==> src/rtl/mdio_pkg.sv <==
package mdio_pkg;

    typedef enum logic [3:0] {
        ST_IDLE,
        ST_PRE,
        ST_SOF,
        ST_OP,
        ST_PHY,
        ST_REG,
        ST_TA,
        ST_WDAT,
        ST_RDAT,
        ST_DONE
    } mdio_state_e;

    localparam logic [1:0] PH_LEAD  = 2'd0;
    localparam logic [1:0] PH_HIGH  = 2'd1;
    localparam logic [1:0] PH_TRAIL = 2'd2;

endpackage

==> src/rtl/mdio_phase_timer.sv <==
module mdio_phase_timer #(
    parameter int PHASE_CYCLES = 2
) (
    input  logic       clk,
    input  logic       rst_n,
    input  logic       run,
    output logic [1:0] phase,
    output logic       phase_end,
    output logic       bit_end
);
    import mdio_pkg::*;

    localparam int CW = (PHASE_CYCLES > 1) ? $clog2(PHASE_CYCLES) : 1;
    localparam logic [CW-1:0] DIV_LAST = CW'(PHASE_CYCLES - 1);

    logic [CW-1:0] div_q;
    logic [1:0]    phase_q;

    assign phase     = phase_q;
    assign phase_end = run && (div_q == DIV_LAST);
    assign bit_end   = phase_end && (phase_q == PH_TRAIL);

    always_ff @(posedge clk or negedge rst_n) begin
        if (!rst_n) begin
            div_q   <= '0;
            phase_q <= PH_LEAD;
        end else if (!run) begin
            div_q   <= '0;
            phase_q <= PH_LEAD;
        end else if (phase_end) begin
            div_q   <= '0;
            phase_q <= (phase_q == PH_TRAIL) ? PH_LEAD : phase_q + 2'd1;
        end else begin
            div_q   <= div_q + 1'b1;
        end
    end

endmodule

==> src/rtl/mdio_rx_shift.sv <==
module mdio_rx_shift #(
    parameter int DW = 16
) (
    input  logic          clk,
    input  logic          rst_n,
    input  logic          shift_en,
    input  logic          din,
    output logic [DW-1:0] dout
);
    logic [DW-1:0] sr_q;

    assign dout = sr_q;

    always_ff @(posedge clk or negedge rst_n) begin
        if (!rst_n) begin
            sr_q <= '0;
        end else if (shift_en) begin
            sr_q <= {sr_q[DW-2:0], din};
        end
    end

endmodule

==> src/rtl/mdio_frame_master.sv <==
module mdio_frame_master #(
    parameter int PHASE_CYCLES = 2,
    parameter int PRE_BITS     = 34,
    parameter int AW           = 5,
    parameter int DW           = 16
) (
    input  logic          clk,
    input  logic          rst_n,
    input  logic          start,
    input  logic          rd_nwr,
    input  logic [AW-1:0] phy_addr,
    input  logic [AW-1:0] reg_addr,
    input  logic [DW-1:0] wr_data,
    input  logic          mdi,
    output logic          mdc,
    output logic          mdo,
    output logic          mdo_oe,
    output logic [DW-1:0] rd_data,
    output logic          done
);
    import mdio_pkg::*;

    localparam int MAXF = (PRE_BITS > DW) ? PRE_BITS : DW;
    localparam int CNTW = $clog2(MAXF + 1);

    mdio_state_e   state_q, state_d;
    logic [CNTW-1:0] cnt_q;
    logic [CNTW-1:0] field_last;
    logic          rd_q;
    logic [AW-1:0] phy_q, reg_q;
    logic [DW-1:0] wdat_q;

    logic          run;
    logic [1:0]    phase;
    logic          phase_end, bit_end;
    logic          field_end;
    logic          rx_shift;

    logic [AW-1:0] phy_sh, reg_sh;
    logic [DW-1:0] wdat_sh;

    assign run = (state_q != ST_IDLE) && (state_q != ST_DONE);

    mdio_phase_timer #(.PHASE_CYCLES(PHASE_CYCLES)) u_timer (
        .clk       (clk),
        .rst_n     (rst_n),
        .run       (run),
        .phase     (phase),
        .phase_end (phase_end),
        .bit_end   (bit_end)
    );

    assign rx_shift = (state_q == ST_RDAT) && phase_end && (phase == PH_HIGH);

    mdio_rx_shift #(.DW(DW)) u_rx (
        .clk      (clk),
        .rst_n    (rst_n),
        .shift_en (rx_shift),
        .din      (mdi),
        .dout     (rd_data)
    );

    // Last bit index of the field belonging to each state
    always_comb begin
        unique case (state_q)
            ST_PRE:  field_last = CNTW'(PRE_BITS - 1);
            ST_SOF:  field_last = CNTW'(1);
            ST_OP:   field_last = CNTW'(1);
            ST_PHY:  field_last = CNTW'(AW - 1);
            ST_REG:  field_last = CNTW'(AW - 1);
            ST_TA:   field_last = rd_q ? CNTW'(0) : CNTW'(1);
            ST_WDAT: field_last = CNTW'(DW - 1);
            ST_RDAT: field_last = CNTW'(DW - 1);
            default: field_last = '0;
        endcase
    end

    assign field_end = bit_end && (cnt_q == field_last);

    // Next-state logic
    always_comb begin
        state_d = state_q;
        unique case (state_q)
            ST_IDLE: if (start)     state_d = ST_PRE;
            ST_PRE:  if (field_end) state_d = ST_SOF;
            ST_SOF:  if (field_end) state_d = ST_OP;
            ST_OP:   if (field_end) state_d = ST_PHY;
            ST_PHY:  if (field_end) state_d = ST_REG;
            ST_REG:  if (field_end) state_d = ST_TA;
            ST_TA:   if (field_end) state_d = rd_q ? ST_RDAT : ST_WDAT;
            ST_WDAT: if (field_end) state_d = ST_DONE;
            ST_RDAT: if (field_end) state_d = ST_DONE;
            ST_DONE:                state_d = ST_IDLE;
            default:                state_d = ST_IDLE;
        endcase
    end

    // State register, bit counter and captured request
    always_ff @(posedge clk or negedge rst_n) begin
        if (!rst_n) begin
            state_q <= ST_IDLE;
            cnt_q   <= '0;
            rd_q    <= 1'b0;
            phy_q   <= '0;
            reg_q   <= '0;
            wdat_q  <= '0;
        end else begin
            state_q <= state_d;
            if (state_q == ST_IDLE) begin
                cnt_q <= '0;
                if (start) begin
                    rd_q   <= rd_nwr;
                    phy_q  <= phy_addr;
                    reg_q  <= reg_addr;
                    wdat_q <= wr_data;
                end
            end else if (field_end) begin
                cnt_q <= '0;
            end else if (bit_end) begin
                cnt_q <= cnt_q + 1'b1;
            end
        end
    end

    assign phy_sh  = phy_q << cnt_q;
    assign reg_sh  = reg_q << cnt_q;
    assign wdat_sh = wdat_q << cnt_q;

    // Output decode
    always_comb begin
        mdo    = 1'b0;
        mdo_oe = 1'b0;
        unique case (state_q)
            ST_PRE: begin
                mdo    = 1'b1;
                mdo_oe = 1'b1;
            end
            ST_SOF: begin
                mdo    = (cnt_q != '0);
                mdo_oe = 1'b1;
            end
            ST_OP: begin
                mdo    = rd_q ? (cnt_q == '0) : (cnt_q != '0);
                mdo_oe = 1'b1;
            end
            ST_PHY: begin
                mdo    = phy_sh[AW-1];
                mdo_oe = 1'b1;
            end
            ST_REG: begin
                mdo    = reg_sh[AW-1];
                mdo_oe = 1'b1;
            end
            ST_TA: begin
                mdo    = !rd_q && (cnt_q == '0);
                mdo_oe = !rd_q;
            end
            ST_WDAT: begin
                mdo    = wdat_sh[DW-1];
                mdo_oe = 1'b1;
            end
            default: begin
                mdo    = 1'b0;
                mdo_oe = 1'b0;
            end
        endcase
    end

    assign mdc  = run && (phase == PH_HIGH);
    assign done = (state_q == ST_DONE);

endmodule

==> config.mk <==
export PLATFORM = sky130hd
export DESIGN_NAME = mdio_frame_master
export DESIGN_NICKNAME = d
export VERILOG_FILES = /design/src/rtl/mdio_pkg.sv /design/src/rtl/mdio_phase_timer.sv /design/src/rtl/mdio_rx_shift.sv /design/src/rtl/mdio_frame_master.sv
export SDC_FILE = /design/constraint.sdc
export NUM_CORES = 1
export LEC_CHECK = 0
export ABC_AREA = 1
export BUFFER_PORTS_ARGS = -buffer_cell sky130_fd_sc_hd__buf_2
export CAP_MARGIN = 20
export CORE_ASPECT_RATIO = 0.9
export CORE_MARGIN = 8
export CORE_UTILIZATION = 58
export CTS_BUF_LIST = sky130_fd_sc_hd__clkbuf_8
export DETAILED_ROUTE_END_ITERATION = 10
export GPL_TIMING_DRIVEN = 0
export PLACE_DENSITY = 0.82
export RECOVER_POWER = 25
export SLEW_MARGIN = 5
export SYNTH_ARGS = -nofsm -noshare
export SYNTH_HDL_FRONTEND = slang
export SYNTH_SLANG_ARGS = --single-unit
export TNS_END_PERCENT = 20
==> constraint.sdc <==
create_clock -name clk -period 2.2 [get_ports clk]
set_input_delay 0.22 -clock clk [delete_from_list [all_inputs] [get_ports clk]]
set_output_delay 0.22 -clock clk [all_outputs]
set_load 0.02 [all_outputs]
==> impl_metrics.env <==
export IMPL_max_vdd_ir_drop_v=0.000744
export IMPL_yosys_warnings=0
export IMPL_grtUsageTotal_pct=18.0
export IMPL_p_total_mw=4.20
export IMPL_synth_top_area_share_pct=48.3
export IMPL_drc=0
export IMPL_first_pass_iters=6
export IMPL_hold_viol=0
export IMPL_clk_latency_ps=310
export IMPL_syn_inst=338
export IMPL_syn_avg_cell_area_um2=8.59
export IMPL_cts_buffer_depth=2
export IMPL_synth_seq_cells=56
export IMPL_via_per_inst=5.41
export IMPL_min_period_ps=2110
export IMPL_clock_skew_final_ps=6.41
export IMPL_drv_slew=0
export IMPL_yosys_area_top_type="dfrtp_1"
export IMPL_clock_sinks=56
export IMPL_area_growth_pct=20.0
export IMPL_io_pins=51
export IMPL_final_nets=439
export IMPL_synth_area_leaders="dfrtp_1 (48%), nand2_1 (8.8%), inv_1 (4.7%)"
export IMPL_tightestPinTransition_ps=1350
export IMPL_start_kind="flip-flop"
export IMPL_synth_distinct_cells=35
export IMPL_cts_made_buffers=5
export IMPL_multiInputGateArea_um2=1350
export IMPL_powerDensity_nw_per_um2=1210
export IMPL_yosysSeqAreaShare_pct=48.3
export IMPL_clockRootBuffer="clkbuf_8"
export IMPL_reg2reg_from="state_q[1]$_DFFE_PN0P_"
export IMPL_fp_dieH_um=83.1
export IMPL_dieWidth_um=90.6
export IMPL_regArea_um2=1410
export IMPL_portBuffers=50
export IMPL_grt_max_degree=33
export IMPL_num_vias=2546
export IMPL_grt_antenna_before_repair=0
export IMPL_fp_coreArea_um2=4830
export IMPL_drv_cap=0
export IMPL_htree_levels=2
export IMPL_utilization_pct=72.0
export IMPL_fmax_mhz=473
export IMPL_ff2ff_path_depth=15
export IMPL_hold_ws_ps=110
export IMPL_syn_num_nets=372
export IMPL_syn_area_um2=2900
export IMPL_num_rows=24
export IMPL_grt_overflow=0
export IMPL_endpoint_kind="primary output"
export IMPL_globalplace_congestion=0.865
export IMPL_leakage_nw=1.78
export IMPL_crit_path_start="cnt_q[5]$_DFFE_PN0P_"
export IMPL_finalCritPeriodShare_pct=96.1
export IMPL_dp_slack_ps=-155
export IMPL_worst_ep_arrival_time_ps=1890
export IMPL_grt_pass1_vias=2510
export IMPL_worst_ep_required_time_ps=1980
export IMPL_dp_hpwl_mm=4.88
export IMPL_drive_above_1_share_pct=28.8
export IMPL_setup_violations_final=0
export IMPL_dieArea_um2=7530
export IMPL_antennaDiodeCount=0
export IMPL_status="finished, final reports clean"
export IMPL_fillCellCount=376
export IMPL_start_util_pct=60.0
export IMPL_cts_tree="yes"
export IMPL_worstSetupPathType="flip-flop to primary output"
export IMPL_grt_pass1_wl_mm=11.4
export IMPL_min_from="wr_data[5]"
export IMPL_path_clk_slew_ps=100
export IMPL_dr_first_iter_drc_count=154
export IMPL_worstHoldPathCells=2
export IMPL_max_slew_margin_pct=9.85
export IMPL_crit_fanout=5
export IMPL_ant_nets=0
export IMPL_wirelength_mm=6.88
export IMPL_layout_setup_ws_ps=86.6
export IMPL_wl_per_cell_um=14.6
export IMPL_hp_class="input pin to flip-flop"
-- layout by cell type (no fill, tap or decap), types with 2 or more instances in the layout --
cell / count
o22ai_1: 3
inv_1: 33
o211ai_1: 2
nor2_1: 30
buf_2: 44
nor2_2: 5
nor3_1: 2
nand2_1: 66
mux2_2: 8
a21oi_1: 18
clkbuf_1: 10
nand3_1: 23
o21ai_0: 23
nand2_4: 4
ha_1: 2
mux2_1: 10
clkbuf_8: 6
clkinvlp_4: 2
nand3_2: 3
nor2_4: 4
nand4_1: 7
nand2_2: 8
buf_4: 12
inv_2: 7
dfrtp_2: 6
dfrtp_1: 50
xor2_1: 2
-- synthesized netlist by cell type, drive strengths merged --
cell type / count
a31oi: 1
ha: 3
clkbuf: 4
o21ai: 24
dfrtp: 56
xnor2: 1
o211ai: 2
inv: 40
o21a: 1
nand4: 7
nand3: 27
a21oi: 19
nand2: 78
o41ai: 1
clkinv: 1
o22ai: 3
nor3: 3
xor2: 2
or2: 2
mux2: 18
buf: 5
nor2: 40
-- power by group --
group	leakage, nW	switching (mW)	internal, mW	total [mW]
logic	1.04	1.23	0.792	2.02
registers	0.691	0.214	1.38	1.59
clock network	0.0486	0.329	0.252	0.581
total	1.78	1.78	2.42	4.20
-- flip-flops by register name, summed over array words and instances (netlist names) --
| name | flops |
|---|---|
| wdat_q | 16 |
| state_q | 4 |
| u_timer.div_q | 1 |
| phy_q | 5 |
| u_timer.phase | 2 |
| reg_q | 5 |
| rd_q | 1 |
| cnt_q | 6 |
| u_rx.dout | 16 |
-- area by class of cell --
type / instances / area share, %
multi-input combinational: 232 / 38.8
tap: 65 / 2.34
timing repair buffer: 62 / 10.1
clock buffer: 6 / 2.37
inverter: 41 / 4.53
clock inverter: 2 / 0.323
buffer: 7 / 1.11
sequential: 56 / 40.5
-- stage by stage --
stage	cell area (µm²)	setup TNS (ps)	instances
after detailed placement	3250	-155	454
after floorplan	2900	0	338
after global routing	3480	-18.4	471
after global placement	3230	-127	453
final	3480	0	471
after CTS	3410	0	467
-- worst max-delay path: stages (launching register included) --
cell,delay (ps)
dfrtp_1,440
or2_2,360
nor2_2,140
ha_1,150
nand4_1,90
o211ai_1,100
a31oi_1,60
nand2_1,120
buf_6,120
-- layer usage --
| layer | vias to the layer above | global-route usage (%) | wire length [µm] |
|---|---|---|---|
| met5 | - | 0 | 0 |
| met4 | 0 | 6.19 | 126 |
| met3 | 17 | 3.24 | 353 |
| met2 | 83 | 31.4 | 3520 |
| met1 | 1209 | 21.8 | 2890 |
| li1 | 1237 | - | - |
-- logic make-up (layout without fill, tap and decap cells) --
group,Yosys count,count (layout),share of synthesized area (%)
compound gates,51,51,9.35
xor+xnor,3,3,0.905
fa+ha+maj,3,3,1.29
buf+inv,50,118,6.77
flops,56,56,48.3
mux,18,18,6.98
simple gates,157,157,26.4
-- worst paths after layout --
path | endpoint | slack [ps]
worst max-delay path | mdo | 90
worst min-delay path | wdat_q[5]$_DFFE_PN0P_ | 110
worst max register to register | state_q[1]$_DFFE_PN0P_ | 250
worst min register to register | u_timer.div_q$_DFF_PN0_ | 490
max in group asynchronous | cnt_q[2]$_DFFE_PN0P_ | 580
min in group asynchronous | wdat_q[13]$_DFFE_PN0P_ | 730
-- what timing repair did --
| action | in CTS | in global routing |
|---|---|---|
| gates resized for setup | 11 | 19 |
| endpoints found under the hold margin | 24 | 0 |
| endpoints found under the setup margin | 1 | 1 |
| hold buffers | 1 | 0 |
| pin swaps | 1 | 2 |
| setup buffers | 5 | 5 |
No activity file was read; power rests on OpenSTA's default activity.
